File: config.mk
export PLATFORM = sky130hd
export DESIGN_NAME = vsid_scrambler
export DESIGN_NICKNAME = d
export VERILOG_FILES = /design/src/rtl/vsid_pkg.sv /design/src/rtl/vsid_proto_build.sv /design/src/rtl/vsid_fold_stage.sv /design/src/rtl/vsid_correct_stage.sv /design/src/rtl/vsid_scrambler.sv
export SDC_FILE = /design/constraint.sdc
export NUM_CORES = 2
export LEC_CHECK = 0
export ABC_CLOCK_PERIOD_IN_PS = 3910
export BUFFER_PORTS_ARGS = -buffer_cell sky130_fd_sc_hd__buf_2
export CORE_ASPECT_RATIO = 0.6
export CORE_MARGIN = 2
export CORE_UTILIZATION = 60
export CTS_BUF_LIST = sky130_fd_sc_hd__clkbuf_8
export CTS_CLUSTER_DIAMETER = 150
export CTS_CLUSTER_SIZE = 25
export DETAILED_ROUTE_END_ITERATION = 10
export PLACE_DENSITY = 0.8
export SYNTH_ARGS = -nofsm -noshare
export SYNTH_HDL_FRONTEND = slang
export SYNTH_HIERARCHICAL = 1
export SYNTH_SLANG_ARGS = --single-unit
File: constraint.sdc
create_clock -name clk -period 3.91 [get_ports clk]
set_input_delay 0.782 -clock clk [delete_from_list [all_inputs] [get_ports clk]]
set_output_delay 0.782 -clock clk [all_outputs]
set_load 0.05 [all_outputs]
File: src/rtl/vsid_pkg.sv
package vsid_pkg;
  localparam int unsigned WIDE_N           = 36;
  localparam int unsigned NARROW_N         = 24;
  localparam int unsigned MULT_W           = 28;
  localparam int unsigned CTX_W            = 19;
  localparam int unsigned EA_W             = 64;
  localparam int unsigned SEG_SHIFT_WIDE   = 28;
  localparam int unsigned SEG_SHIFT_NARROW = 40;
  localparam int unsigned USER_EA_TOP      = 44;
  localparam int unsigned EAH_W            = EA_W - SEG_SHIFT_WIDE;
  localparam int unsigned PROD_W           = WIDE_N + MULT_W;
  localparam int unsigned FOLD_W           = WIDE_N + 1;

  localparam logic [MULT_W-1:0] WIDE_MULT   = 28'd200730139;
  localparam logic [MULT_W-1:0] NARROW_MULT = 28'd12538073;

  // all-ones modulus for the selected segment size
  function automatic logic [WIDE_N-1:0] vs_modmask(input logic seg1t);
    if (seg1t) return {{(WIDE_N-NARROW_N){1'b0}}, {NARROW_N{1'b1}}};
    return {WIDE_N{1'b1}};
  endfunction

  function automatic logic [PROD_W-1:0] vs_multiply(input logic [WIDE_N-1:0] proto,
                                                    input logic seg1t);
    logic [MULT_W-1:0] m;
    m = seg1t ? NARROW_MULT : WIDE_MULT;
    return PROD_W'(proto) * PROD_W'(m);
  endfunction

  // high part plus low part
  function automatic logic [FOLD_W-1:0] vs_fold(input logic [PROD_W-1:0] prod,
                                                input logic seg1t);
    logic [PROD_W-1:0] hi, lo, sum;
    if (seg1t) begin
      hi = prod >> NARROW_N;
      lo = prod & {{(PROD_W-NARROW_N){1'b0}}, {NARROW_N{1'b1}}};
    end else begin
      hi = prod >> WIDE_N;
      lo = prod & {{(PROD_W-WIDE_N){1'b0}}, {WIDE_N{1'b1}}};
    end
    sum = hi + lo;
    return sum[FOLD_W-1:0];
  endfunction

  // end-around correction: add the carry that x+1 produces at bit n
  function automatic logic [WIDE_N-1:0] vs_correct(input logic [FOLD_W-1:0] x,
                                                   input logic seg1t);
    logic [FOLD_W-1:0] inc, y;
    logic carry;
    inc   = x + FOLD_W'(1);
    carry = seg1t ? inc[NARROW_N] : inc[WIDE_N];
    y     = x + FOLD_W'(carry);
    return y[WIDE_N-1:0] & vs_modmask(seg1t);
  endfunction
endpackage

File: src/rtl/vsid_proto_build.sv
module vsid_proto_build
  import vsid_pkg::*;
(
  input  logic              seg1t,
  input  logic              kernel,
  input  logic [CTX_W-1:0]  ctx,
  input  logic [EAH_W-1:0]  ea_hi,
  output logic [WIDE_N-1:0] proto,
  output logic              reserved
);
  localparam int unsigned USER_LO_W = USER_EA_TOP - SEG_SHIFT_WIDE;
  localparam int unsigned DROP      = SEG_SHIFT_NARROW - SEG_SHIFT_WIDE;

  always_comb begin
    case ({kernel, seg1t})
      2'b00:   proto = WIDE_N'({ctx, ea_hi[USER_LO_W-1:0]});
      2'b01:   proto = WIDE_N'({ctx, ea_hi[USER_LO_W-1:DROP]});
      2'b10:   proto = ea_hi;
      default: proto = WIDE_N'(ea_hi[EAH_W-1:DROP]);
    endcase
    reserved = (proto == vs_modmask(seg1t));
  end
endmodule

File: src/rtl/vsid_fold_stage.sv
module vsid_fold_stage
  import vsid_pkg::*;
(
  input  logic              clk,
  input  logic              rst_n,
  input  logic              in_valid,
  input  logic              in_seg1t,
  input  logic              in_rsv,
  input  logic [PROD_W-1:0] in_prod,
  output logic              out_valid,
  output logic              out_seg1t,
  output logic              out_rsv,
  output logic [FOLD_W-1:0] out_fold
);
  localparam logic [FOLD_W-1:0] WIDE_CEIL =
    (FOLD_W'(1) << WIDE_N) + (FOLD_W'(1) << MULT_W) - FOLD_W'(2);
  localparam logic [FOLD_W-1:0] NARROW_CEIL =
    (FOLD_W'(1) << (NARROW_N + 1)) - FOLD_W'(2);

  always_ff @(posedge clk or negedge rst_n) begin
    if (!rst_n) begin
      out_valid <= 1'b0;
      out_seg1t <= 1'b0;
      out_rsv   <= 1'b0;
      out_fold  <= '0;
    end else begin
      out_valid <= in_valid;
      if (in_valid) begin
        out_seg1t <= in_seg1t;
        out_rsv   <= in_rsv;
        out_fold  <= vs_fold(in_prod, in_seg1t);
      end
    end
  end

  AST_FOLD_BOUND: assert property (@(posedge clk) disable iff (!rst_n)
    out_valid |-> (out_fold <= (out_seg1t ? NARROW_CEIL : WIDE_CEIL)));
endmodule

File: src/rtl/vsid_correct_stage.sv
module vsid_correct_stage
  import vsid_pkg::*;
(
  input  logic              clk,
  input  logic              rst_n,
  input  logic              in_valid,
  input  logic              in_seg1t,
  input  logic              in_rsv,
  input  logic [FOLD_W-1:0] in_fold,
  output logic              out_valid,
  output logic              out_seg1t,
  output logic              out_rsv,
  output logic [WIDE_N-1:0] out_vsid
);
  always_ff @(posedge clk or negedge rst_n) begin
    if (!rst_n) begin
      out_valid <= 1'b0;
      out_seg1t <= 1'b0;
      out_rsv   <= 1'b0;
      out_vsid  <= '0;
    end else begin
      out_valid <= in_valid;
      if (in_valid) begin
        out_seg1t <= in_seg1t;
        out_rsv   <= in_rsv;
        out_vsid  <= in_rsv ? '0 : vs_correct(in_fold, in_seg1t);
      end
    end
  end

  AST_RSV_ZERO: assert property (@(posedge clk) disable iff (!rst_n)
    (out_valid && out_rsv) |-> (out_vsid == '0));
  AST_NEVER_ALL_ONES: assert property (@(posedge clk) disable iff (!rst_n)
    (out_valid && !out_rsv) |-> (out_vsid != vs_modmask(out_seg1t)));
  AST_NARROW_TOP_CLEAR: assert property (@(posedge clk) disable iff (!rst_n)
    (out_valid && out_seg1t) |-> (out_vsid[WIDE_N-1:NARROW_N] == '0));
endmodule

File: src/rtl/vsid_scrambler.sv
module vsid_scrambler
  import vsid_pkg::*;
(
  input  logic              clk,
  input  logic              rst_n,
  input  logic              in_valid,
  input  logic              in_seg1t,
  input  logic              in_kernel,
  input  logic [CTX_W-1:0]  in_context,
  input  logic [EAH_W-1:0]  in_ea_hi,
  output logic              out_valid,
  output logic [WIDE_N-1:0] out_vsid,
  output logic              out_seg1t,
  output logic              out_reserved
);
  logic [WIDE_N-1:0] req_proto;
  logic              req_rsv;

  logic              s1_valid, s1_seg1t, s1_rsv;
  logic [PROD_W-1:0] s1_prod;
  logic              s2_valid, s2_seg1t, s2_rsv;
  logic [FOLD_W-1:0] s2_fold;

  vsid_proto_build u_proto (
    .seg1t    (in_seg1t),
    .kernel   (in_kernel),
    .ctx      (in_context),
    .ea_hi    (in_ea_hi),
    .proto    (req_proto),
    .reserved (req_rsv)
  );

  // stage 1: multiply
  always_ff @(posedge clk or negedge rst_n) begin
    if (!rst_n) begin
      s1_valid <= 1'b0;
      s1_seg1t <= 1'b0;
      s1_rsv   <= 1'b0;
      s1_prod  <= '0;
    end else begin
      s1_valid <= in_valid;
      if (in_valid) begin
        s1_seg1t <= in_seg1t;
        s1_rsv   <= req_rsv;
        s1_prod  <= vs_multiply(req_proto, in_seg1t);
      end
    end
  end

  vsid_fold_stage u_fold (
    .clk       (clk),
    .rst_n     (rst_n),
    .in_valid  (s1_valid),
    .in_seg1t  (s1_seg1t),
    .in_rsv    (s1_rsv),
    .in_prod   (s1_prod),
    .out_valid (s2_valid),
    .out_seg1t (s2_seg1t),
    .out_rsv   (s2_rsv),
    .out_fold  (s2_fold)
  );

  vsid_correct_stage u_fix (
    .clk       (clk),
    .rst_n     (rst_n),
    .in_valid  (s2_valid),
    .in_seg1t  (s2_seg1t),
    .in_rsv    (s2_rsv),
    .in_fold   (s2_fold),
    .out_valid (out_valid),
    .out_seg1t (out_seg1t),
    .out_rsv   (out_reserved),
    .out_vsid  (out_vsid)
  );

  AST_THREE_CYCLE: assert property (@(posedge clk) disable iff (!rst_n)
    out_valid |-> $past(in_valid, 3));
  AST_RESERVED_PROTO: assert property (@(posedge clk) disable iff (!rst_n)
    (in_valid && req_rsv) |=> s1_rsv);
endmodule

# After elaboration in Yosys (flattened, before gate mapping)
# Cells that the tools add are included.
[op_classes]
n_mul = 1
add_sub_neg = 3
muxes = 16
reduce_logical = 1
bitwise = 1
n_eq_ne = 3
[op_table]
columns = ["cell", "count"]
rows = [
  ["36-bit 2-to-1 mux", 7],
  ["37-bit 2-to-1 mux", 3],
  ["36-bit one-hot mux with 3 select lines", 1],
  ["36-bit by 28-bit multiplier with 64-bit output", 1],
  ["37-bit by 1-bit adder with 37-bit output (second input constant)", 1],
  ["37-bit adder", 1],
  ["36-bit by 1-bit adder with 36-bit output", 1],
  ["36-bit bitwise AND", 1],
  ["36-bit == test", 1],
  ["28-bit 2-to-1 mux", 1],
  ["1-bit 2-to-1 mux", 4],
  ["2-bit by 1-bit == test with 1-bit output (second input constant)", 1],
  ["2-bit == test (second input constant)", 1],
  ["2-bit logical NOT", 1],
]
[word_totals]
input_bits = 60
ff_bits = 146
word_cells = 37
out_inout_bits = 39

# Logic depth before layout (Yosys ltp)
[depth]
depth_word = 6
mapped_depth = 32
mapped_depth_nobuf = 29

# Cells and area by module
# Netlist, hierarchy kept.
[by_module_without_submodules]
columns = ["module", "cells_per_inst", "instances", "area_per_inst_um2", "seq_area_each_um2"]
rows = [
  ["vsid_scrambler", 2535, 1, 25434.4, 1676.6],
  ["vsid_fold_stage", 397, 1, 3646.0, 1001.0],
  ["vsid_correct_stage", 219, 1, 2272.2, 975.9],
  ["vsid_proto_build", 103, 1, 757.0, 0.0],
]

# Worst setup path before layout
# No wires, ideal clock.
[synth_path]
kind = "input -> register"
startpoint = "input port in_kernel"
endpoint = "register s1_prod[61]"
cell_stages = 31
setup_slack_ps = -4362
path_buffers = 4
setup_time_ps = 129
arrival_time_ps = 8144
required_time_ps = 3781
cell_sequence = "buf_6 buf_12 buf_12 mux2i_1 a21oi_1 inv_1 nor2_1 xnor2_1 ha_1 a21o_1 inv_1 fa_1 fa_1 fa_1 inv_1 fa_1 fa_1 inv_1 fa_1 inv_1 ha_1 clkbuf_1 nand4_1 nor2_1 o2111ai_1 o211ai_1 o21ai_1 a31oi_1 a221oi_1 mux2i_1 a2111o_1"
[synth_between]
elab_chain_cells = 3
word_cells_on_any_way = 5
classes_between = "1 x mul; 2 x eq/ne; 1 x mux; 1 x reduce/logical"
[synth_rtl]
columns = ["item", "line_no", "rtl"]
rows = [
  ["from (decl)", "vsid_scrambler.sv:8", "input logic in_kernel,"],
  ["2-bit == test, or another cell as far along", "vsid_proto_build.sv:15", "case ({kernel, seg1t})"],
  ["36-bit one-hot mux with 3 select lines (*)", "vsid_proto_build.sv:15", ""],
  ["via req_proto[15]", "vsid_scrambler.sv:16", "logic [WIDE_N-1:0] req_proto;"],
  ["36-bit by 28-bit multiplier with 64-bit output (*)", "vsid_pkg.sv:27", "return PROD_W'(proto) * PROD_W'(m);"],
  ["to (signal assigned)", "vsid_scrambler.sv:45", "s1_prod <= vs_multiply(req_proto, in_seg1t);"],
  ["to (decl)", "vsid_scrambler.sv:20", "logic [PROD_W-1:0] s1_prod;"],
]
# Mark *: on every way through the listed nets, which the timed path passes. The rest lies on a longest branch.
# A chain may end at the register's enable or synchronous reset.

# Final worst setup path
[layout_path]
startpoint = "input port in_kernel"
endpoint = "register s1_prod[60]"
# Same word-level chain as after synthesis.

==> results.yml <==
status:
  status: "finished with violations"
  violations: "design-rule violations, negative setup slack"
global_routing:
  grt-ovfl-total: 0
  grt_pass1_wl_um: 177000
  track_usage_pct: 42.9
  grt_start_max_net_pins: 84
  grt_pass1_vias: 30500
  antenna_found_initial: 1
timing:
  holdWs_ps: 366
  hold_viol: 0
  min_period_ps: 7930
  slew_viol_final: 0
  post-route-period-util_pct: 203
  slew_headroom_pct: 16.5
  report.final.setup_viol: 59
  fin_ws_ps: -4020
  tightest_slew_ps: 1250
  fmax_ghz: 0.126
  final.setup.tns_ps: -187490
  grt_setup_unrepaired: "yes"
  clock-skew-final_ps: 23.9
worst_setup_path:
  cpLargestDelayFamily: "adder cells"
  endpoint_kind: "flop"
  critPathArrivalTime_ps: 8300
  path_class: "in2reg"
  cp_slowest_cell: "fa_1"
  crit_required_ps: 4280
  crit_top_cell: "fa_1"
  cp-start-kind: "input pin"
  worst-path-buf-inv: 10
  critPathMaxStageDelay_ps: 590
  path_max_fanout: 6
  reg2reg_slack_ps: 50
logic_synthesis:
  synth_area_um2: 32100
  synthMuxAreaShare_pct: 4.68
  ys.flop_type: "dfrtp_1"
  synth-simple-area-share_pct: 10.0
  yosys_warnings: 6
  synthDistinctLibCells: 99
  synth_xor_area_share_pct: 4.17
  synthTopCellsByArea: "fa_1 39%, ha_1 12%, dfrtp_1 11%"
  ys_async_sr_fraction_pct: 100
  synth_top_family_by_area: "adder cells"
  synth_cells: 3254
  synth-adder-area-share_pct: 50.8
  yosysTopAreaCellShare_pct: 38.7
  ys_ff_latch: 146
  syn_avg_cell_area_um2: 9.87
  synth-edff-count: 0
  ys_seq_area_share_pct: 11.4
  synth-compound-area-share_pct: 8.93
  yosys.area.top_type: "fa_1"
place:
  portBuffers: 98
  hpwl_um: 89700
  gp_congestion: 1.12
  postPlaceCellArea_um2: 38700
final_layout:
  fin_area_um2: 42700
  nets: 5060
  fillers: 2608
  syn_to_final_growth_pct: 32.8
  final_common_cell: "inv_1"
  final_cell_mix: "665 x inv_1, 607 x buf_4, 538 x fa_1"
  layout-drive-gt1-share_pct: 36.6
cts:
  cts_buffers: 17
  cts_tree: "done"
  root_buffer: "clkbuf_8"
  clkTransAtPathRegs_ps: 80
  htree_num_levels: 4
  cts_sinks: 146
  clk_path_buf_depth: 2
  clk_latency_ps: 500
detailed_routing:
  avgRoutedWirePerCell_um: 27.5
  first_pass_iters: 11
  postRouteAntennaNets: 0
  viasPerCell: 6.47
  drc: 37
  dr_total_vias: 31000
  drt-total-wl_um: 132000
  drtIter0Drc: 5239
floorplan:
  die_h_um: 183
  dieArea_um2: 55400
  rows: 65
  die_w_um: 303
  io_pins: 99
  start_util_pct: 60.9
  core_region_area_um2: 52700
flow_run:
  drv_cap: 0
min_path:
  min_path_type: "in2async"
-- cells in the mapped netlist, types with 5 or more instances --
library cell	count
inv_1	732
fa_1	620
ha_1	312
nor2_1	181
dfrtp_1	146
a21oi_1	136
nand2_1	131
mux2_2	107
xnor2_1	93
clkbuf_1	70
and2_1	67
o21ai_0	64
xor2_1	60
a21o_1	53
nand3_1	50
nand4_1	36
mux2i_1	25
nand2b_1	24
nor2b_1	24
nor3_1	24
o2bb2ai_1	20
and3_1	18
o21bai_1	18
or2_2	15
a31oi_1	14
o211ai_1	14
o21ai_1	13
buf_1	12
o31ai_1	12
a211oi_1	10
nand3b_1	10
a22o_1	9
and4_1	9
o21a_1	7
buf_2	6
a22oi_1	5
-- final timing paths --
| path | from | end | cells after the start |
|---|---|---|---|
| setup / recovery | in_kernel | s1_prod[60] | 29 |
| hold / removal | rst_n | u_fix/out_vsid[2] | 1 |
| setup reg to reg | s1_seg1t | u_fold/out_fold[33] | 11 |
| hold reg to reg | u_fix/out_vsid[23] | u_fix/out_vsid[23] | 1 |
| max in group asynchronous | rst_n | s1_prod[61] | 2 |
| min in group clk | u_fix/out_vsid[23] | u_fix/out_vsid[23] | 1 |
-- sequential cells by signal, indices dropped and copies added (netlist names) --
signal and cells:
u_fix/out_valid 1, s1_seg1t 1, s1_prod 64, u_fold/out_seg1t 1, s1_valid 1, u_fix/out_rsv 1, u_fold/out_valid 1, u_fold/out_fold 37
s1_rsv 1, u_fix/out_seg1t 1, u_fix/out_vsid 36, u_fold/out_rsv 1
-- what timing repair did --
action	CTS	global route
resized for setup	387	214
endpoints found under the setup margin	59	64
cloned	2	0
hold buffers	0	0
setup buffers	96	67
pin swaps	210	198
-- area by class of cell --
| class | count | area, um^2 | share of cell area (%) |
|---|---|---|---|
| antenna | 5 | 12.5 | 0.0293 |
| clock buffer | 21 | 289 | 0.678 |
| clock inverter | 8 | 90.1 | 0.211 |
| inverter | 734 | 2790 | 6.53 |
| multi-input combinational | 2344 | 28300 | 66.3 |
| sequential | 146 | 3660 | 8.57 |
| tap | 703 | 880 | 2.06 |
| timing repair buffer | 825 | 6650 | 15.6 |
-- kinds of logic (layout without fill, tap and decap cells) --
logic type,after synthesis,in the layout
AOI/OAI and AO/OA,427,427
adders and majority gates,932,932
buffers and inverters,831,1588
DFF,146,146
muxes,134,135
and+or+nand+nor,629,629
other,2,73
xor gates and xnor gates,153,153
-- per-stage QoR --
step           cells  util (%)  setup slack, ps
2_1_floorplan   3320         -            -3610
3_3_place_gp    4608      73.4            -4110
3_5_place_dp    4608      73.4            -4200
4_1_cts         4726      78.6            -3350
5_1_grt         4782      80.9            -4120
6_report        4786      80.9            -4020
-- metal layers --
metal / track usage (%) / vias up / part of all wire, %
met5: 4.67 / - / 0.24
met4: 13.1 / 12 / 8.2
met3: 18.0 / 1063 / 17
met2: 63.9 / 3084 / 41
met1: 56.9 / 14900 / 34
li1: - / 11900 / -
Power is left out: the tool's default activity adds up to more than one toggle a clock period on the data nets, which glitch-free logic cannot reach.
